==> src/rtl/eirq_pkg.sv <==
package eirq_pkg;
  // Default geometry of the unit
  localparam int unsigned DEF_LINES  = 32;
  localparam int unsigned DEF_DATA_W = 32;
  localparam int unsigned BYTES_W    = 3;

  // Classification of one bus cycle
  typedef enum logic [1:0] {
    ACC_IDLE  = 2'd0,
    ACC_READ  = 2'd1,
    ACC_WRITE = 2'd2,
    ACC_BAD   = 2'd3
  } acc_kind_e;
endpackage

==> src/rtl/eirq_bus_port.sv <==
module eirq_bus_port
  import eirq_pkg::*;
#(
  parameter int unsigned LINES  = DEF_LINES,
  parameter int unsigned DATA_W = DEF_DATA_W
) (
  input  logic               clk,
  input  logic               rst,
  input  logic               bus_valid,
  input  logic               bus_write,
  input  logic [BYTES_W-1:0] bus_bytes,
  input  logic [LINES-1:0]   pend_q,
  output logic               wr_ok,
  output logic [DATA_W-1:0]  bus_rdata,
  output logic               bus_rvalid
);
  localparam int unsigned WORD_BYTES = DATA_W / 8;

  acc_kind_e kind;

  always_comb begin
    if (!bus_valid)                               kind = ACC_IDLE;
    else if (bus_bytes != BYTES_W'(WORD_BYTES))   kind = ACC_BAD;
    else if (bus_write)                           kind = ACC_WRITE;
    else                                          kind = ACC_READ;
  end

  assign wr_ok = (kind == ACC_WRITE);

  always_ff @(posedge clk) begin
    if (rst) begin
      bus_rdata  <= '0;
      bus_rvalid <= 1'b0;
    end else begin
      bus_rvalid <= (kind == ACC_READ);
      if (kind == ACC_READ)
        bus_rdata <= DATA_W'(pend_q);
    end
  end
endmodule

==> src/rtl/eirq_set_dec.sv <==
module eirq_set_dec #(
  parameter int unsigned LINES = 32
) (
  input  logic                     wr_ok,
  input  logic [$clog2(LINES)-1:0] num,
  input  logic                     alarm,
  output logic [LINES-1:0]         set_vec
);
  localparam int unsigned IDX_W = $clog2(LINES);

  logic [IDX_W-1:0] bit_idx;
  assign bit_idx = ~num;  // number 0 -> top bit

  for (genvar i = 0; i < LINES; i++) begin : g_bit
    if (i == LINES - 1) begin : g_top
      assign set_vec[i] = (wr_ok && bit_idx == IDX_W'(i)) || alarm;
    end else begin : g_rest
      assign set_vec[i] = wr_ok && bit_idx == IDX_W'(i);
    end
  end
endmodule

==> src/rtl/eirq_pend_reg.sv <==
module eirq_pend_reg #(
  parameter int unsigned LINES = 32
) (
  input  logic             clk,
  input  logic             rst,
  input  logic [LINES-1:0] set_vec,
  input  logic             clr_en,
  input  logic [LINES-1:0] clr_vec,
  output logic [LINES-1:0] pend_d,
  output logic [LINES-1:0] pend_q
);
  logic [LINES-1:0] clr_eff;

  assign clr_eff = clr_en ? clr_vec : '0;
  // set applied after clear: a colliding event survives
  assign pend_d  = (pend_q & ~clr_eff) | set_vec;

  always_ff @(posedge clk) begin
    if (rst) pend_q <= '0;
    else     pend_q <= pend_d;
  end
endmodule

==> src/rtl/eirq_req_gen.sv <==
module eirq_req_gen #(
  parameter int unsigned LINES = 32
) (
  input  logic             clk,
  input  logic             rst,
  input  logic [LINES-1:0] pend_d,
  input  logic             mask_en,
  input  logic [LINES-1:0] mask_data,
  input  logic             psw_ien,
  input  logic             core_ready,
  output logic [LINES-1:0] mask_q,
  output logic             irq_req,
  output logic             take_irq
);
  logic [LINES-1:0] mask_d;

  assign mask_d = mask_en ? mask_data : mask_q;

  always_ff @(posedge clk) begin
    if (rst) begin
      mask_q   <= '0;
      irq_req  <= 1'b0;
      take_irq <= 1'b0;
    end else begin
      mask_q   <= mask_d;
      irq_req  <= |(pend_d & mask_d);
      take_irq <= irq_req && psw_ien && core_ready && !take_irq;
    end
  end
endmodule

==> src/rtl/ext_irq_ctrl.sv <==
module ext_irq_ctrl
  import eirq_pkg::*;
#(
  parameter int unsigned LINES  = DEF_LINES,
  parameter int unsigned DATA_W = DEF_DATA_W
) (
  input  logic               clk,
  input  logic               rst,
  input  logic               bus_valid,
  input  logic               bus_write,
  input  logic [BYTES_W-1:0] bus_bytes,
  input  logic [DATA_W-1:0]  bus_wdata,
  output logic [DATA_W-1:0]  bus_rdata,
  output logic               bus_rvalid,
  input  logic               sw_clr_en,
  input  logic               sw_mask_en,
  input  logic [LINES-1:0]   sw_data,
  input  logic               alarm,
  input  logic               psw_ien,
  input  logic               core_ready,
  output logic               irq_req,
  output logic               take_irq
);
  localparam int unsigned IDX_W = $clog2(LINES);

  logic             wr_ok;
  logic [LINES-1:0] set_vec;
  logic [LINES-1:0] pend_d;
  logic [LINES-1:0] pend_q;
  logic [LINES-1:0] mask_q;
  logic             unused_wdata_hi;

  assign unused_wdata_hi = ^bus_wdata[DATA_W-1:IDX_W];

  eirq_bus_port #(.LINES(LINES), .DATA_W(DATA_W)) u_port (
    .clk        (clk),
    .rst        (rst),
    .bus_valid  (bus_valid),
    .bus_write  (bus_write),
    .bus_bytes  (bus_bytes),
    .pend_q     (pend_q),
    .wr_ok      (wr_ok),
    .bus_rdata  (bus_rdata),
    .bus_rvalid (bus_rvalid)
  );

  eirq_set_dec #(.LINES(LINES)) u_dec (
    .wr_ok   (wr_ok),
    .num     (bus_wdata[IDX_W-1:0]),
    .alarm   (alarm),
    .set_vec (set_vec)
  );

  eirq_pend_reg #(.LINES(LINES)) u_pend (
    .clk     (clk),
    .rst     (rst),
    .set_vec (set_vec),
    .clr_en  (sw_clr_en),
    .clr_vec (sw_data),
    .pend_d  (pend_d),
    .pend_q  (pend_q)
  );

  eirq_req_gen #(.LINES(LINES)) u_req (
    .clk        (clk),
    .rst        (rst),
    .pend_d     (pend_d),
    .mask_en    (sw_mask_en),
    .mask_data  (sw_data),
    .psw_ien    (psw_ien),
    .core_ready (core_ready),
    .mask_q     (mask_q),
    .irq_req    (irq_req),
    .take_irq   (take_irq)
  );
endmodule

==> config.mk <==
export PLATFORM = sky130hd
export DESIGN_NAME = ext_irq_ctrl
export DESIGN_NICKNAME = d
export VERILOG_FILES = /design/src/rtl/eirq_pkg.sv /design/src/rtl/eirq_bus_port.sv /design/src/rtl/eirq_set_dec.sv /design/src/rtl/eirq_pend_reg.sv /design/src/rtl/eirq_req_gen.sv /design/src/rtl/ext_irq_ctrl.sv
export SDC_FILE = /design/constraint.sdc
export NUM_CORES = 1
export LEC_CHECK = 0
export BUFFER_PORTS_ARGS = -buffer_cell sky130_fd_sc_hd__buf_2
export CORE_ASPECT_RATIO = 0.9
export CORE_MARGIN = 8
export CORE_UTILIZATION = 52
export DETAILED_ROUTE_END_ITERATION = 8
export PLACE_DENSITY = 0.77
export SYNTH_ARGS = -nofsm -noshare
export SYNTH_HDL_FRONTEND = slang
export SYNTH_SLANG_ARGS = --single-unit
==> constraint.sdc <==
create_clock -name clk -period 3.5 [get_ports clk]
set_input_delay 0.525 -clock clk [delete_from_list [all_inputs] [get_ports clk]]
set_output_delay 0.525 -clock clk [all_outputs]
set_load 0.02 [all_outputs]
==> reports/metrics.cfg, run 1 <==
[die]
core_area_sq_um=7620
initial_utilization_pct=53.9
pin_count=111
die_y_um=100
dieArea_sq_um=11000
die_w_um=110
num_rows=30

[timing]
slew_viol_final=0
setup_viol=0
clock_skew_ps=5.65
layout_setup_ws_ps=798
setup_tns_ps=0
finalHoldViolations=0
tightest_slew_ps=778
rsz0062_at_grt=no
fmax_ghz=0.370
period_share_pct=77.2
timing.slew.headroom_pct=48.0
min_period_ps=2700

[finish]
drive_gt1_share_pct=22.8
final_cell_mix=119 x nand2_1, 99 x dfxtp_1, 83 x buf_2
synthToLayoutAreaGrowth_pct=17.5
layout.nets=645
layout_commonest_cell=nand2_1
seqCellArea_sq_um=1980
post-route-util_pct=63.4
antennaDiodeCount=0
fillers=699
fin_cells=670
multi_input_comb_area_sq_um=1980

[global_route]
grt_overflow=0
antenna_found_initial=0
grt_max_degree=42
grt_pass1_vias=3717
grt_pass1_wl_um=18200
grt_usage_pct=20.8

[logic_synthesis]
synthCells=492
ys_types=41
ys_warn_count=0
ys_ff_latch=99
syn-cell-area_sq_um=4110
synth_fp_nets=568
yosysSeqAreaShare_pct=48.2
avgSynthCellArea_sq_um=8.35

[drt]
drt-pass1-iter-count=5
vias=3786
drtIter0Drc=340
wl_per_cell_um=16.8
drt-total-wl_um=11200
vias_per_cell=5.65
antenna_left=0
drc=0

[critical_path]
path_max_fanout=14
cp.arrival_ps=2940
endpoint_kind=flop
crit_path_start_kind=primary input
critPathKind=in2reg
critPathRequiredTime_ps=3740

[clocking]
cts_buffers=9
post_cts_buffers=0
post_cts_resized=0
root_buffer=clkbuf_8
tritoncts=built
clock_sinks=99
path_clk_slew_ps=90
htreeDepth=3
clockBufferDepth=2
insertion_delay_ps=370
holdBufCountCts=0

[placement]
dp_cells=654
place_ws_ps=467
place_congestion=0.948
port_buffers=83
dpl.hpwl_um=8370

[power_and_ir_drop]
pwr-share-seq_pct=54.5
leakagePower_nw=2.02
p_sw_share_pct=23.9
pwr-share-comb_pct=8.7
internal_power_mw=1.61
switchingPower_uw=508
vdd.ir_drop.worst_uv=232
total_power_mw=2.12
p_clk_share_pct=36.8
power_density_nw_per_um2=439

[flow_run]
drv_cap=0

[hold_path]
hold_path.class=in2reg

[outcome]
outcome=completed

==> worst max-delay path, stage by stage <==
cell and delay [ps]:
buf_2 370, mux2i_1 410, o22ai_1 130, or4_1 540
or4_1 540, nor4_1 290, a41oi_1 140
==> path summary, 6_finish.rpt <==
| check | end | start | slack [ps] | depth (start not counted) |
|---|---|---|---|---|
| worst min register to register | u_req.take_irq$_SDFF_PP0_ | u_req.take_irq$_SDFF_PP0_ | 430 | 1 |
| worst min-delay path | u_req.take_irq$_SDFF_PP0_ | psw_ien | 390 | 3 |
| worst max register to register | u_req.irq_req$_SDFF_PP0_ | u_req.mask_q[19]$_SDFF_PP0_ | 1140 | 6 |
| worst max-delay path | u_req.irq_req$_SDFF_PP0_ | sw_mask_en | 800 | 7 |
==> layer usage <==
layer	routed length (um)	part of all wire, %	vias to the layer above	global-route usage, %
met3	797	7.1	18	4.87
met5	0	0	-	0
met1	4880	43	1798	26.4
li1	-	-	1849	-
met4	208	1.9	0	7.57
met2	5340	48	121	33.6
==> cell usage after synthesis, drive strengths merged <==
cell / instances / area (sq um)
dfxtp: 99 / 1980
o22ai: 19 / 119
nor3: 3 / 15.0
nand4: 2 / 12.5
a2bb2oi: 1 / 8.76
and4b: 1 / 10.0
or3: 1 / 6.26
or2: 1 / 6.26
o211ai: 1 / 7.51
clkbuf: 23 / 86.3
inv: 3 / 11.3
a22oi: 7 / 52.6
nand3: 1 / 5.00
mux2: 2 / 22.5
a22o: 2 / 17.5
a21bo: 13 / 130
and3b: 3 / 26.3
mux2i: 31 / 318
nand4bb: 1 / 11.3
a41oi: 1 / 8.76
a21boi: 2 / 15.0
o21ai: 1 / 5.00
nand4b: 1 / 8.76
nand2: 119 / 447
buf: 9 / 50.0
a21oi: 60 / 300
or4: 5 / 37.5
a32oi: 1 / 8.76
o2111ai: 1 / 8.76
nor2: 49 / 184
and2: 1 / 6.26
nand3b: 3 / 22.5
and3: 1 / 6.26
nor4: 10 / 62.6
nand2b: 5 / 31.3
nor2b: 5 / 31.3
a31oi: 2 / 12.5
o31ai: 2 / 15.0
==> power by group through the flow <==
stage / clock [mW] / combinational (mW) / sequential (mW)
6_report: 0.781 / 0.184 / 1.16
5_1_grt: 0.838 / 0.201 / 1.16
4_1_cts: 0.795 / 0.182 / 1.16
3_5_place_dp: 0 / 0.181 / 1.18
3_3_place_gp: 0 / 0.178 / 1.18
2_1_floorplan: 0 / 0.112 / 1.18
==> cell type report <==
class / count / area share [%]
flip-flops and latches: 99 / 41.0
repair buffers: 98 / 10.9
well taps: 96 / 2.49
multi-input cells: 358 / 41.0
clock inverters: 6 / 1.66
inverters: 3 / 0.233
clock buffers: 10 / 2.64
==> through the flow <==
stage	hold WS, ps	area (sq um)
after floorplan	426	4110
after CTS	381	4830
after detailed placement	417	4620
final	391	4830
after global placement	401	4620
after global routing	384	4830
==> registers in the layout (all words and copies together), names as in the netlist <==
register,flops
u_pend.pend_q,32
u_port.bus_rvalid,1
u_req.irq_req,1
u_req.mask_q,32
u_port.bus_rdata,32
u_req.take_irq,1
==> kinds of logic (layout without fill, tap and decap cells) <==
kind of cell	Yosys count	in the layout	synth area share, %
buf+inv	35	117	3.59
mux	33	33	8.28
compound gates	113	113	17.3
flops	99	99	48.2
simple gates	212	212	22.6
(Power assumes the default switching activity.)
==> inputs of run 2 (changes only) <==
--- a/config.mk
+++ b/config.mk
@@ -5,12 +5,13 @@
 export SDC_FILE = /design/constraint.sdc
 export NUM_CORES = 1
 export LEC_CHECK = 0
+export ABC_AREA = 1
 export BUFFER_PORTS_ARGS = -buffer_cell sky130_fd_sc_hd__buf_2
 export CORE_ASPECT_RATIO = 0.9
 export CORE_MARGIN = 8
-export CORE_UTILIZATION = 52
+export CORE_UTILIZATION = 48
 export DETAILED_ROUTE_END_ITERATION = 8
-export PLACE_DENSITY = 0.77
+export PLACE_DENSITY = 0.74
 export SYNTH_ARGS = -nofsm -noshare
 export SYNTH_HDL_FRONTEND = slang
 export SYNTH_SLANG_ARGS = --single-unit
==> constraint.sdc (replaced) <==
create_clock -name clk -period 2.4 [get_ports clk]
set_input_delay 0.36 -clock clk [delete_from_list [all_inputs] [get_ports clk]]
set_output_delay 0.36 -clock clk [all_outputs]
set_load 0.02 [all_outputs]
==> run 2 against run 1 <==
- register-to-register slack got worse by 130 ps
- highest routed layer unchanged
- first-iteration DRC count down 19%
- via count rose by 6.9%
==> reports/metrics.cfg, run 2 <==
[outcome]
outcome=completed  ; unchanged

[global_route]
grt_max_degree=65  ; was 42
grt_pass1_vias=3894  ; was 3717
grt_overflow=0  ; unchanged
grt_pass1_wl_um=18400  ; was 18200 um
antenna_found_initial=0  ; unchanged
grt_usage_pct=18.6  ; was 20.8%

[drt]
drtIter0Drc=277  ; was 340
antenna_left=0  ; unchanged
wl_per_cell_um=13.3  ; was 16.8 um
drt-total-wl_um=11100  ; was 11200 um
vias_per_cell=4.84  ; was 5.65
vias=4049  ; was 3786
drc=0  ; unchanged
drt-pass1-iter-count=5  ; unchanged

[critical_path]
r2r-end=u_req.irq_req$_SDFF_PP0_  ; unchanged
endpoint_kind=flop  ; unchanged
critPathKind=in2reg  ; unchanged
critical_path.top_delay_family=simple AND/OR/NAND/NOR gates  ; unchanged
crit_end=u_req.irq_req$_SDFF_PP0_  ; unchanged
critPathBufInv=3  ; was 1
critPathSlowestCell=buf_4  ; was or4_1
r2r-start=u_pend.pend_q[22]$_SDFF_PP0_  ; was u_req.mask_q[19]$_SDFF_PP0_
path_max_fanout=24  ; was 14
critPathRequiredTime_ps=2630  ; was 3740 ps
cp.arrival_ps=1730  ; was 2940 ps
cp_slowest_stage_delay_ps=290  ; was 540 ps
crit_path_start_kind=primary input  ; unchanged
crit_start=bus_write  ; was sw_mask_en
worst_r2r_path_depth=8  ; was 6
r2r_slack_ps=1010  ; was 1140 ps
crit_chain=buf_2 > nand2_1 > inv_2 > nand3_2 > buf_4 > o21bai_1 > nand2_1 > nand2_1 > nor2_1 > nand2_1 > nor2_1 > a21oi_2  ; was buf_2 > mux2i_1 > o22ai_1 > or4_1 > or4_1 > nor4_1 > a41oi_1
worst-path-stages=12  ; was 7
cpMostUsedCell=nand2_1  ; was or4_1

[logic_synthesis]
ys_warn_count=0  ; unchanged
synth_fp_nets=719  ; was 568
async_flop_share_pct=0  ; unchanged
synth_top_area_share_pct=45.7  ; was 48.2%
avgSynthCellArea_sq_um=6.74  ; was 8.35 sq um
synthFlopType=dfxtp_1  ; unchanged
synth_top_cell_by_area=dfxtp_1  ; unchanged
ys_ff_latch=99  ; unchanged
syn-cell-area_sq_um=4340  ; was 4110 sq um
synthCells=643  ; was 492
yosysSeqAreaShare_pct=45.7  ; was 48.2%
ys_types=24  ; was 41
yosys-top-cells-count=169 x nand2_1, 99 x dfxtp_1, 94 x inv_1  ; was 119 x nand2_1, 99 x dfxtp_1, 60 x a21oi_1
yosysMostFrequentCell=nand2_1  ; unchanged
synth_edf_count=0  ; unchanged
synthTopCellsByArea=dfxtp_1 46%, nand2_1 15%, inv_1 8.1%  ; was dfxtp_1 48%, nand2_1 11%, a21oi_1 7.3%

[die]
num_rows=33  ; was 30
die_y_um=106  ; was 100 um
pin_count=111  ; unchanged
die_w_um=116  ; was 110 um
core_area_sq_um=8960  ; was 7620 sq um
initial_utilization_pct=48.4  ; was 53.9%
dieArea_sq_um=12300  ; was 11000 sq um

[power_and_ir_drop]
total_power_mw=3.12  ; was 2.12 mW
leakagePower_nw=2.39  ; was 2.02 nW
vdd.ir_drop.worst_uv=325  ; was 232 uV
power_density_nw_per_um2=622  ; was 439 nW/um^2

[clocking]
htreeDepth=3  ; unchanged
path_clk_slew_ps=90  ; about the same
clockBufferDepth=2  ; unchanged
insertion_delay_ps=370  ; about the same
post_cts_resized=0  ; unchanged
cts_buffers=9  ; unchanged
clock_sinks=99  ; unchanged
post_cts_buffers=0  ; unchanged
root_buffer=clkbuf_8  ; unchanged
tritoncts=built  ; unchanged
holdBufCountCts=0  ; unchanged

[finish]
stdcell_area_sq_um=5030  ; was 4830 sq um
drive_gt1_share_pct=16.5  ; was 22.8%
layout_commonest_cell=nand2_1  ; unchanged
synthToLayoutAreaGrowth_pct=15.9  ; was 17.5%
antennaDiodeCount=0  ; unchanged
final_cell_mix=169 x nand2_1, 99 x dfxtp_1, 94 x inv_1  ; was 119 x nand2_1, 99 x dfxtp_1, 83 x buf_2
fillers=916  ; was 699
layout.nets=787  ; was 645
fin_cells=837  ; was 670
largestRegisters=u_pend.pend_q: 32 flops, u_port.bus_rdata: 32 flops, u_req.mask_q: 32 flops  ; unchanged

[timing]
tightest_slew_ps=630  ; was 778 ps
min_period_ps=1500
setup_tns_ps=0  ; unchanged
setup_viol=0  ; unchanged
slew_viol_final=0  ; unchanged
timing.slew.headroom_pct=58.0  ; was 48.0%
finalHoldViolations=0  ; unchanged
fmax_ghz=0.669
period_share_pct=62.3
rsz0062_at_grt=no  ; unchanged
clock_skew_ps=5.26  ; was 5.65 ps

[placement]
port_buffers=83  ; unchanged
dpl.hpwl_um=7930  ; was 8370 um
dp_cells=822  ; was 654
place_area_sq_um=4820  ; was 4620 sq um
place_congestion=0.839  ; was 0.948

[flow_run]
drv_cap=0  ; unchanged

[hold_path]
whs_path_depth=3  ; unchanged
hold_path.class=in2reg  ; unchanged

-- run 2: cell count changes in the layout (fill, tap and decap cells not counted), moves of 13 or more --
cell / before / now
o21ai_1: 0 / 19
a21bo_2: 13 / 0
a21oi_1: 60 / 41
inv_1: 3 / 94
nand2_1: 119 / 169
nor2_1: 49 / 79
o22ai_1: 19 / 0
mux2i_1: 29 / 0
nand3_1: 1 / 23
o21ai_0: 1 / 52
-- run 2: stage by stage --
| stage | hold slack (ps) | util (%) | worst slack [ps] |
|---|---|---|---|
| 6_report | 216 | 56.1 | 904 |
| 5_1_grt | 216 | 56.1 | 819 |
| 4_1_cts | 209 | 56.1 | 930 |
| 3_5_place_dp | 427 | 53.8 | 540 |
| 3_3_place_gp | 400 | 53.8 | 582 |
| 2_1_floorplan | 435 | - | 960 |
-- run 2: logic make-up (layout without fill, tap and decap cells) --
family,Yosys count,after routing,share of synthesized area [%]
compound gates,129,129,15.9
buf+inv,133,205,12.3
flops,99,99,45.7
simple gates,282,282,26.1
-- run 2: report_power, final --
group / internal [mW] / switching (mW) / leakage (nW)
combinational: 0.0863 / 0.182 / 1.48
clock: 0.585 / 0.578 / 0.0996
sequential: 1.68 / 0.00985 / 0.806
total: 2.35 / 0.771 / 2.39
-- run 2: worst min path at each step --
| stage | from | endpoint | slack, ps |
|---|---|---|---|
| floorplan | u_pend.pend_q[10]$_SDFF_PP0_ | u_port.bus_rdata[10]$_SDFFE_PP0P_ | 440 |
| global placement | u_req.take_irq$_SDFF_PP0_ | u_req.take_irq$_SDFF_PP0_ | 400 |
| detailed placement | u_req.take_irq$_SDFF_PP0_ | u_req.take_irq$_SDFF_PP0_ | 430 |
| CTS | psw_ien | u_req.take_irq$_SDFF_PP0_ | 210 |
| global route | psw_ien | u_req.take_irq$_SDFF_PP0_ | 220 |
| finish | psw_ien | u_req.take_irq$_SDFF_PP0_ | 220 |
-- run 2: layout make-up --
cell class                      instances  area, sq um  share of cell area, %
Tap cell                              122          153                   3.04
Inverter                              101          379                   7.54
Multi-Input combinational cell        411         1820                   36.2
Clock buffer                           11          131                   2.61
Clock inverter                          4         76.3                   1.52
Sequential cell                        99         1980                   39.4
Timing Repair Buffer                   89          485                   9.66
-- run 2: worst min-delay path: cells and delay by family --
| kind | cells | cell delay (ps) |
|---|---|---|
| buf+inv | 1 | 100 |
| simple gates | 2 | 90 |
-- run 2: layer usage --
layer	share of wire [%]	routed length (um)	track usage (%)	up-vias
met2	47	5160	29.9	102
li1	-	-	-	2105
met1	45	4980	23.4	1821
met3	6.8	757	5.16	21
met5	0	0	0	-
met4	1.7	194	6.38	0
